File: src/rtl/xw_pkg.sv
package xw_pkg;
  localparam int XW_AW   = 32;
  localparam int OFF_W   = 12;
  localparam int IDX_W   = 10;
  localparam int FRM_W   = XW_AW - OFF_W;
  localparam int CAUSE_W = 3;

  localparam int F_PRES = 0;
  localparam int F_RW   = 1;
  localparam int F_USR  = 2;
  localparam int F_ACC  = 5;
  localparam int F_DRT  = 6;

  localparam int C_PROT = 0;
  localparam int C_WR   = 1;
  localparam int C_USR  = 2;

  typedef enum logic [2:0] {
    ST_IDLE, ST_DIR_RD, ST_DIR_EVAL, ST_DIR_WB,
    ST_TBL_RD, ST_TBL_EVAL, ST_TBL_WB, ST_RESP
  } walk_st_t;

  function automatic logic [IDX_W-1:0] dir_idx(input logic [XW_AW-1:0] va);
    return va[XW_AW-1 -: IDX_W];
  endfunction

  function automatic logic [IDX_W-1:0] tbl_idx(input logic [XW_AW-1:0] va);
    return va[OFF_W +: IDX_W];
  endfunction

  function automatic logic [OFF_W-1:0] page_off(input logic [XW_AW-1:0] va);
    return va[OFF_W-1:0];
  endfunction

  // frame base + index*4 on a page-aligned frame is a plain concatenation
  function automatic logic [XW_AW-1:0] slot_addr(input logic [FRM_W-1:0] frame,
                                                  input logic [IDX_W-1:0] idx);
    return {frame, idx, 2'b00};
  endfunction

  function automatic logic [XW_AW-1:0] join_pa(input logic [FRM_W-1:0] frame,
                                                input logic [OFF_W-1:0] off);
    return {frame, off};
  endfunction
endpackage

File: src/rtl/xw_addr_gen.sv
module xw_addr_gen
  import xw_pkg::*;
(
  input  logic [FRM_W-1:0] ctx_frame,
  input  logic [XW_AW-1:0] vaddr,
  input  logic [FRM_W-1:0] dir_frame,
  input  logic [FRM_W-1:0] pg_frame,
  output logic [XW_AW-1:0] dir_slot,
  output logic [XW_AW-1:0] tbl_slot,
  output logic [XW_AW-1:0] phys
);
  always_comb begin
    dir_slot = slot_addr(ctx_frame, dir_idx(vaddr));
    tbl_slot = slot_addr(dir_frame, tbl_idx(vaddr));
    phys     = join_pa(pg_frame, page_off(vaddr));
  end
endmodule

File: src/rtl/xw_perm_chk.sv
module xw_perm_chk (
  input  logic dir_rw,
  input  logic dir_usr,
  input  logic tbl_rw,
  input  logic tbl_usr,
  input  logic is_write,
  input  logic is_user,
  output logic violation
);
  logic usr_ok, wr_ok;
  always_comb begin
    usr_ok    = dir_usr & tbl_usr;
    wr_ok     = ~is_write | (dir_rw & tbl_rw);
    violation = is_user & ~(usr_ok & wr_ok);
  end
endmodule

File: src/rtl/xw_entry_upd.sv
module xw_entry_upd
  import xw_pkg::*;
(
  input  logic [XW_AW-1:0] entry,
  input  logic             want_dirty,
  output logic [XW_AW-1:0] upd,
  output logic             need_wb
);
  always_comb begin
    upd         = entry;
    upd[F_ACC]  = 1'b1;
    if (want_dirty) upd[F_DRT] = 1'b1;
    need_wb     = (upd != entry);
  end
endmodule

File: src/rtl/xlat_walker.sv
module xlat_walker
  import xw_pkg::*;
(
  input  logic                clk,
  input  logic                rst_n,
  input  logic [FRM_W-1:0]    ctx_frame,
  input  logic                req_valid,
  output logic                req_ready,
  input  logic [XW_AW-1:0]    req_vaddr,
  input  logic                req_write,
  input  logic                req_user,
  output logic                rsp_valid,
  input  logic                rsp_ready,
  output logic                rsp_fault,
  output logic [CAUSE_W-1:0]  rsp_cause,
  output logic [XW_AW-1:0]    rsp_paddr,
  output logic [XW_AW-1:0]    rsp_vaddr,
  output logic                mem_req,
  input  logic                mem_ready,
  output logic                mem_we,
  output logic [XW_AW-1:0]    mem_addr,
  output logic [XW_AW-1:0]    mem_wdata,
  input  logic [XW_AW-1:0]    mem_rdata
);
  walk_st_t             st_q, st_d;
  logic [FRM_W-1:0]     ctx_q;
  logic [XW_AW-1:0]     va_q, dir_q, tbl_q;
  logic                 wr_q, usr_q;
  logic                 fault_q;
  logic [CAUSE_W-1:0]   cause_q;

  logic [XW_AW-1:0]     dir_slot, tbl_slot, phys;
  logic [XW_AW-1:0]     dir_upd, tbl_upd;
  logic                 dir_need_wb, tbl_need_wb;
  logic                 prot_viol;

  // named internal events
  logic ev_accept, ev_mem_done, ev_dir_absent, ev_tbl_absent, ev_prot, ev_walk_ok;

  xw_addr_gen u_addr (
    .ctx_frame (ctx_q),
    .vaddr     (va_q),
    .dir_frame (dir_q[XW_AW-1:OFF_W]),
    .pg_frame  (tbl_q[XW_AW-1:OFF_W]),
    .dir_slot  (dir_slot),
    .tbl_slot  (tbl_slot),
    .phys      (phys)
  );

  xw_perm_chk u_perm (
    .dir_rw    (dir_q[F_RW]),
    .dir_usr   (dir_q[F_USR]),
    .tbl_rw    (tbl_q[F_RW]),
    .tbl_usr   (tbl_q[F_USR]),
    .is_write  (wr_q),
    .is_user   (usr_q),
    .violation (prot_viol)
  );

  xw_entry_upd u_dir_upd (
    .entry      (dir_q),
    .want_dirty (1'b0),
    .upd        (dir_upd),
    .need_wb    (dir_need_wb)
  );

  xw_entry_upd u_tbl_upd (
    .entry      (tbl_q),
    .want_dirty (wr_q),
    .upd        (tbl_upd),
    .need_wb    (tbl_need_wb)
  );

  assign ev_accept     = (st_q == ST_IDLE) && req_valid;
  assign ev_mem_done   = mem_req && mem_ready;
  assign ev_dir_absent = (st_q == ST_DIR_EVAL) && !dir_q[F_PRES];
  assign ev_tbl_absent = (st_q == ST_TBL_EVAL) && !tbl_q[F_PRES];
  assign ev_prot       = (st_q == ST_TBL_EVAL) && tbl_q[F_PRES] && prot_viol;
  assign ev_walk_ok    = ((st_q == ST_TBL_EVAL) && tbl_q[F_PRES] && !prot_viol && !tbl_need_wb)
                      || ((st_q == ST_TBL_WB) && mem_ready);

  always_comb begin
    st_d = st_q;
    unique case (st_q)
      ST_IDLE:     if (req_valid) st_d = ST_DIR_RD;
      ST_DIR_RD:   if (mem_ready) st_d = ST_DIR_EVAL;
      ST_DIR_EVAL: if (!dir_q[F_PRES]) st_d = ST_RESP;
                   else if (dir_need_wb) st_d = ST_DIR_WB;
                   else st_d = ST_TBL_RD;
      ST_DIR_WB:   if (mem_ready) st_d = ST_TBL_RD;
      ST_TBL_RD:   if (mem_ready) st_d = ST_TBL_EVAL;
      ST_TBL_EVAL: if (!tbl_q[F_PRES] || prot_viol) st_d = ST_RESP;
                   else if (tbl_need_wb) st_d = ST_TBL_WB;
                   else st_d = ST_RESP;
      ST_TBL_WB:   if (mem_ready) st_d = ST_RESP;
      ST_RESP:     if (rsp_ready) st_d = ST_IDLE;
      default:     st_d = ST_IDLE;
    endcase
  end

  always_ff @(posedge clk or negedge rst_n) begin
    if (!rst_n) begin
      st_q    <= ST_IDLE;
      ctx_q   <= '0;
      va_q    <= '0;
      wr_q    <= 1'b0;
      usr_q   <= 1'b0;
      dir_q   <= '0;
      tbl_q   <= '0;
      fault_q <= 1'b0;
      cause_q <= '0;
    end else begin
      st_q <= st_d;
      if (ev_accept) begin
        ctx_q   <= ctx_frame;
        va_q    <= req_vaddr;
        wr_q    <= req_write;
        usr_q   <= req_user;
        fault_q <= 1'b0;
        cause_q <= '0;
      end
      if (st_q == ST_DIR_RD && mem_ready) dir_q <= mem_rdata;
      if (st_q == ST_DIR_WB && mem_ready) dir_q <= dir_upd;
      if (st_q == ST_TBL_RD && mem_ready) tbl_q <= mem_rdata;
      if (st_q == ST_TBL_WB && mem_ready) tbl_q <= tbl_upd;
      if (ev_dir_absent || ev_tbl_absent || ev_prot) begin
        fault_q         <= 1'b1;
        cause_q[C_PROT] <= ev_prot;
        cause_q[C_WR]   <= wr_q;
        cause_q[C_USR]  <= usr_q;
      end
    end
  end

  always_comb begin
    mem_req   = 1'b0;
    mem_we    = 1'b0;
    mem_addr  = '0;
    mem_wdata = '0;
    unique case (st_q)
      ST_DIR_RD: begin mem_req = 1'b1; mem_addr = dir_slot; end
      ST_DIR_WB: begin mem_req = 1'b1; mem_we = 1'b1; mem_addr = dir_slot; mem_wdata = dir_upd; end
      ST_TBL_RD: begin mem_req = 1'b1; mem_addr = tbl_slot; end
      ST_TBL_WB: begin mem_req = 1'b1; mem_we = 1'b1; mem_addr = tbl_slot; mem_wdata = tbl_upd; end
      default: ;
    endcase
  end

  assign req_ready = (st_q == ST_IDLE);
  assign rsp_valid = (st_q == ST_RESP);
  assign rsp_fault = fault_q;
  assign rsp_cause = cause_q;
  assign rsp_paddr = fault_q ? '0 : phys;
  assign rsp_vaddr = va_q;

  // ---------------- assertions ----------------
  AST_READY_ONLY_IDLE: assert property (@(posedge clk) disable iff (!rst_n)
    req_ready |-> (!rsp_valid && !mem_req));
  AST_MEM_HOLD: assert property (@(posedge clk) disable iff (!rst_n)
    (mem_req && !mem_ready) |=> (mem_req && $stable(mem_addr) && $stable(mem_we) && $stable(mem_wdata)));
  AST_RSP_HOLD: assert property (@(posedge clk) disable iff (!rst_n)
    (rsp_valid && !rsp_ready) |=> (rsp_valid && $stable(rsp_paddr) && $stable(rsp_cause) && $stable(rsp_fault)));
  AST_WB_HAS_ACC: assert property (@(posedge clk) disable iff (!rst_n)
    (mem_req && mem_we) |-> mem_wdata[F_ACC]);
  AST_DIRTY_ON_WR: assert property (@(posedge clk) disable iff (!rst_n)
    (st_q == ST_TBL_WB && wr_q) |-> mem_wdata[F_DRT]);
  AST_DIR_ABSENT_QUIET: assert property (@(posedge clk) disable iff (!rst_n)
    ev_dir_absent |=> (!mem_req && rsp_valid && rsp_fault));
  AST_SUPER_NO_PROT: assert property (@(posedge clk) disable iff (!rst_n)
    (rsp_valid && rsp_fault && !rsp_cause[C_USR]) |-> !rsp_cause[C_PROT]);
  AST_CAUSE_FLAGS: assert property (@(posedge clk) disable iff (!rst_n)
    (rsp_valid && rsp_fault) |-> (rsp_cause[C_WR] == wr_q && rsp_cause[C_USR] == usr_q));
  AST_OFFSET_PASS: assert property (@(posedge clk) disable iff (!rst_n)
    (rsp_valid && !rsp_fault) |-> (rsp_paddr[OFF_W-1:0] == rsp_vaddr[OFF_W-1:0]));
  AST_PROT_NO_WB: assert property (@(posedge clk) disable iff (!rst_n)
    ev_prot |=> !mem_req);
  AST_OK_NOT_FAULT: assert property (@(posedge clk) disable iff (!rst_n)
    ev_walk_ok |=> (rsp_valid && !rsp_fault));
endmodule

File: config.mk
export PLATFORM = sky130hd
export DESIGN_NAME = xlat_walker
export DESIGN_NICKNAME = d
export VERILOG_FILES = /design/src/rtl/xw_pkg.sv /design/src/rtl/xw_addr_gen.sv /design/src/rtl/xw_perm_chk.sv /design/src/rtl/xw_entry_upd.sv /design/src/rtl/xlat_walker.sv
export SDC_FILE = /design/constraint.sdc
export NUM_CORES = 1
export LEC_CHECK = 0
export ABC_CLOCK_PERIOD_IN_PS = 1800
export BUFFER_PORTS_ARGS = -buffer_cell sky130_fd_sc_hd__buf_2
export CAP_MARGIN = 5
export CORE_UTILIZATION = 49
export DETAILED_ROUTE_END_ITERATION = 6
export PLACE_DENSITY = 0.8
export SYNTH_ARGS = -nofsm -noshare
export SYNTH_HDL_FRONTEND = slang
export SYNTH_SLANG_ARGS = --single-unit
File: constraint.sdc
create_clock -name clk -period 1.8 [get_ports clk]
set_input_delay 0.36 -clock clk [delete_from_list [all_inputs] [get_ports clk]]
set_output_delay 0.36 -clock clk [all_outputs]
set_load 0.01 [all_outputs]
==> results.env <==
GRT_USAGE_PCT=29.0
CELL_AT_THE_SLOWEST_STAGE_OF_THE_CRITICAL_PATH='sky130_fd_sc_hd__dfrtp_2'
VIA_COUNT_OF_THE_FIRST_GLOBAL_ROUTING_PASS=5426
CLOCK.FMAX_MHz=472
VIOLATIONS='negative setup slack'
WORSTPATHBUFFERINVERTERCOUNT=3
PRE_CTS_SLACK_NS=0.0897
INITIAL_UTILIZATION_PCT=51.2
HP-CLASS='input port to flip-flop'
P_PER_AREA_mW_PER_MM2=1950
MAX_CAP_VIOLATIONS=0
SYNTH_ENABLE_FLOP_CELLS=0
YOSYS-TOP-CELLS-AREA='sky130_fd_sc_hd__dfrtp_1, sky130_fd_sc_hd__nand2_1, sky130_fd_sc_hd__mux2_2'
POSTSYNTHREGISTERBITS=125
PATH_CELLS='inv_2 > ha_4 > clkbuf_16 > a22oi_2 > nor2_1 > buf_2'
REPORT.FINAL.SLEW_VIOL_COUNT=0
CRITICAL_PATH_SOURCE_TYPE='flip-flop'
PERIOD_NEEDED_NS=2.12
END_KIND='primary output'
FIN_CRIT_SHARE_PCT=118
DRC=0
NETLIST_INSTANCES=594
REMAINING_NUMBER_OF_NETS_FLAGGED_BY_THE_ANTENNA_CHECK_AFTER_ROUTING=0
ROUTED_WIRE_LENGTH_PER_INSTANCE_UM=18.8
SYN_AREA_MM2=0.00598
POST_SYNTH_MOST_FREQUENT_CELLS='sky130_fd_sc_hd__nand2_1, sky130_fd_sc_hd__dfrtp_1, sky130_fd_sc_hd__nor2_1, sky130_fd_sc_hd__nor2b_1, sky130_fd_sc_hd__mux2_2'
CRIT_FANOUT=7
DPL.HPWL_UM=11300
CTS.CLK_SLEW.WORST_PATHS_NS=0.06
GLOBAL_ROUTE_WIRE_LENGTH_BEFORE_REPAIR_UM=27800
MAX-CLOCK-PATH-BUFFERS=2
DRT-VIAS-PER-INSTANCE=5.47
CP_TOP_FAMILY='buffers and inverters'
YOSYS_WARNINGS=0
SYN_AREA_PER_CELL_UM2=10.1
NUMBER_OF_ANTENNA_VIOLATIONS_AT_THE_FIRST_CHECK_IN_GLOBAL_ROUTING=1
ROOT_BUFFER='sky130_fd_sc_hd__clkbuf_16'
DIE-AREA_MM2=0.0126
PORT_BUFFERS=224
DIE-WIDTH_UM=112
SEQUENTIAL_AREA_SHARE_AFTER_SYNTHESIS_PCT=52.3
CRITICAL_PATH_REQUIRED_NS=1.44
FILLER_CELL_COUNT=833
NETSWITCHINGPOWER_uW=6250
COMB_POWER_SHARE_PCT=46.9
IOS=227
YOSYSTOPAREACELLSHARE_PCT=52.3
GP_ROUTABILITY_CONGESTION=0.861
CRITICAL_PATH_CLASS='flip-flop to primary output'
DIE-HEIGHT_UM=112
CRIT_PATH_MAX_INCR_DELAY_NS=0.45
PLACED_CELLS_INCL_TAPS=924
POSTSYNTH.TOPFLOPCELL='sky130_fd_sc_hd__dfrtp_1'
SETUP_REPAIR_AFTER_GLOBAL_ROUTING_MISSED_ITS_MARGIN='true'
DR_TOTAL_VIAS=5349
LAYOUT.CORE_UTILIZATION_PCT=72.7
RUN_STATUS='finished with violations'
FINAL_SETUP_VIOLATING_ENDPOINTS=67
FINAL_CELLS=977
POSTLAYOUTCELLAREA_MM2=0.00848
TRITONCTS='done'
AREA_DELTA_SYNTH_FINAL_PCT=41.9
GRT_MAX_DEGREE=57
FIN_WORST_SKEW_NS=0.0103
SYNTH_MOST_COMMON_CELL='sky130_fd_sc_hd__nand2_1'
GRT.OVERFLOW.TOTAL=0
SEQ_POWER_SHARE_PCT=32.7
POWER.SHARE.CLOCK_PCT=20.4
CORE_AREA_MM2=0.0117
TIMING_HOLD_VIOLATIONS_FINAL=0
FINAL_NET_COUNT=914
DETAIL_ROUTE.WIRELENGTH_UM=18400
INTPOWER_uW=10300
FINAL_CRITICAL_PATH_SETUP_SLACK_NS=-0.320
DETAILEDROUTE.FIRSTPASSITERATIONCOUNT=5
CLOCK_LATENCY_NS=0.42
POST_DP_CELL_AREA_MM2=0.00724
TRITONCTS.NUM_BUFFERS=17
SWSHARE_PCT=37.9
DRT-INITIAL-DRC-COUNT=378
WP_DATA_ARRIVAL_NS=1.76
CLOCK-SINKS=125
HTREEDEPTH=4
WORST_IR_DROP_VDD_V=0.00104
SYNTH_CELL_TYPE_COUNT=41
SYNTHARSTFLOPSHARE_PCT=100
YOSYSTOPAREACELL='sky130_fd_sc_hd__dfrtp_1'
PLACEMENTROWS=39
POWER_LEAKAGE_uW=0.00437
FINAL_LAYOUT_SIZE_SUFFIX_GT1_SHARE_PCT=44.7
ANTENNADIODECOUNT=0
==> power groups by stage <==
stage | combinational, µW | clock, µW | sequential, µW
global route | 8290 | 3530 | 5550
detailed placement | 6030 | 0 | 5320
finish | 7740 | 3370 | 5390
global placement | 5840 | 0 | 5240
floorplan | 3900 | 0 | 5030
CTS | 7310 | 3410 | 5360
==> kinds of logic after synthesis <==
| logic type | Yosys count | synth area share, % |
|---|---|---|
| AND/OR/NAND/NOR | 257 | 18.5 |
| multiplexers | 64 | 12.0 |
| other | 1 | 0.0628 |
| AO/OA/AOI/OAI | 82 | 10.7 |
| buffers and inverters | 62 | 5.86 |
| adder cells (fa/ha/maj) | 2 | 0.419 |
| flip-flops | 125 | 52.3 |
| XOR/XNOR | 1 | 0.147 |
==> cells in the final DEF (no fill, tap or decap), types with 3 or more instances in the layout <==
cell	instances
sky130_fd_sc_hd__nand2_1	174
sky130_fd_sc_hd__buf_4	9
sky130_fd_sc_hd__clkinvlp_4	4
sky130_fd_sc_hd__nor2_1	32
sky130_fd_sc_hd__buf_6	9
sky130_fd_sc_hd__a21oi_1	3
sky130_fd_sc_hd__clkbuf_16	20
sky130_fd_sc_hd__buf_16	7
sky130_fd_sc_hd__a22oi_1	3
sky130_fd_sc_hd__clkbuf_8	3
sky130_fd_sc_hd__o21ai_0	7
sky130_fd_sc_hd__buf_12	12
sky130_fd_sc_hd__clkinv_2	3
sky130_fd_sc_hd__a22o_1	30
sky130_fd_sc_hd__inv_1	3
sky130_fd_sc_hd__mux2i_1	4
sky130_fd_sc_hd__buf_8	3
sky130_fd_sc_hd__a22oi_2	27
sky130_fd_sc_hd__dfrtp_1	123
sky130_fd_sc_hd__buf_2	219
sky130_fd_sc_hd__mux2_1	26
sky130_fd_sc_hd__nor2b_1	33
sky130_fd_sc_hd__mux2_2	32
==> tightest hold or removal path, stage by stage <==
cell                      delay [ns]
sky130_fd_sc_hd__buf_2          0.07
sky130_fd_sc_hd__nand2_1        0.04
sky130_fd_sc_hd__nand2_1        0.04
==> final cells by class <==
type | instances | area (µm²) | area share (%)
Sequential cell | 125 | 3130 | 36.9
Multi-Input combinational cell | 408 | 2730 | 32.2
Timing Repair Buffer | 263 | 1830 | 21.6
Clock buffer | 22 | 474 | 5.59
Tap cell | 143 | 179 | 2.11
Clock inverter | 10 | 114 | 1.34
Inverter | 6 | 25.0 | 0.295
==> flip-flops by register name, summed over array words and instances (netlist names) <==
| register | count |
|---|---|
| dir_q | 32 |
| rsp_vaddr | 32 |
| tbl_q | 32 |
| ctx_q | 20 |
| rsp_cause | 3 |
| st_q | 3 |
| rsp_fault | 1 |
| usr_q | 1 |
| wr_q | 1 |
==> metrics by stage <==
stage / TNS, ns / hold WS [ns] / power [µW]
finish: -15.21 / 0.130 / 16500
global route: -19.37 / 0.131 / 17400
CTS: -14.79 / 0.120 / 16100
detailed placement: 0 / 0.328 / 11300
global placement: 0 / 0.327 / 11100
floorplan: 0 / 0.0644 / 8930
==> worst paths after layout <==
check | slack (ns) | start | to | depth (start not counted)
min in group asynchronous | 0.43 | rst_n | ctx_q[10] | 2
max reg2reg | -0.01 | st_q[0] | tbl_q[31] | 7
min | 0.13 | ctx_frame[7] | ctx_q[7] | 3
max | -0.32 | st_q[2] | mem_addr[15] | 6
max in group asynchronous | 0.67 | rst_n | st_q[2] | 3
min reg2reg | 0.48 | ctx_q[16] | ctx_q[16] | 2
==> timing repair <==
action,in CTS,in global routing
buffers inserted,7,5
gates resized for setup,54,22
pin swaps,7,23
hold buffers,1,0
cloned,7,3
endpoints found under the hold margin,30,0
setup endpoints to repair,66,74
==> routing by layer <==
metal  vias up  GRT usage (%)  wire [µm]
li1       2434              -          -
met1      2657           33.7       7050
met2       222           50.2       9680
met3        36           7.56       1150
met4         0           13.5        490
met5         -              0          0
Note: power is estimated with default switching activity, not from simulation.
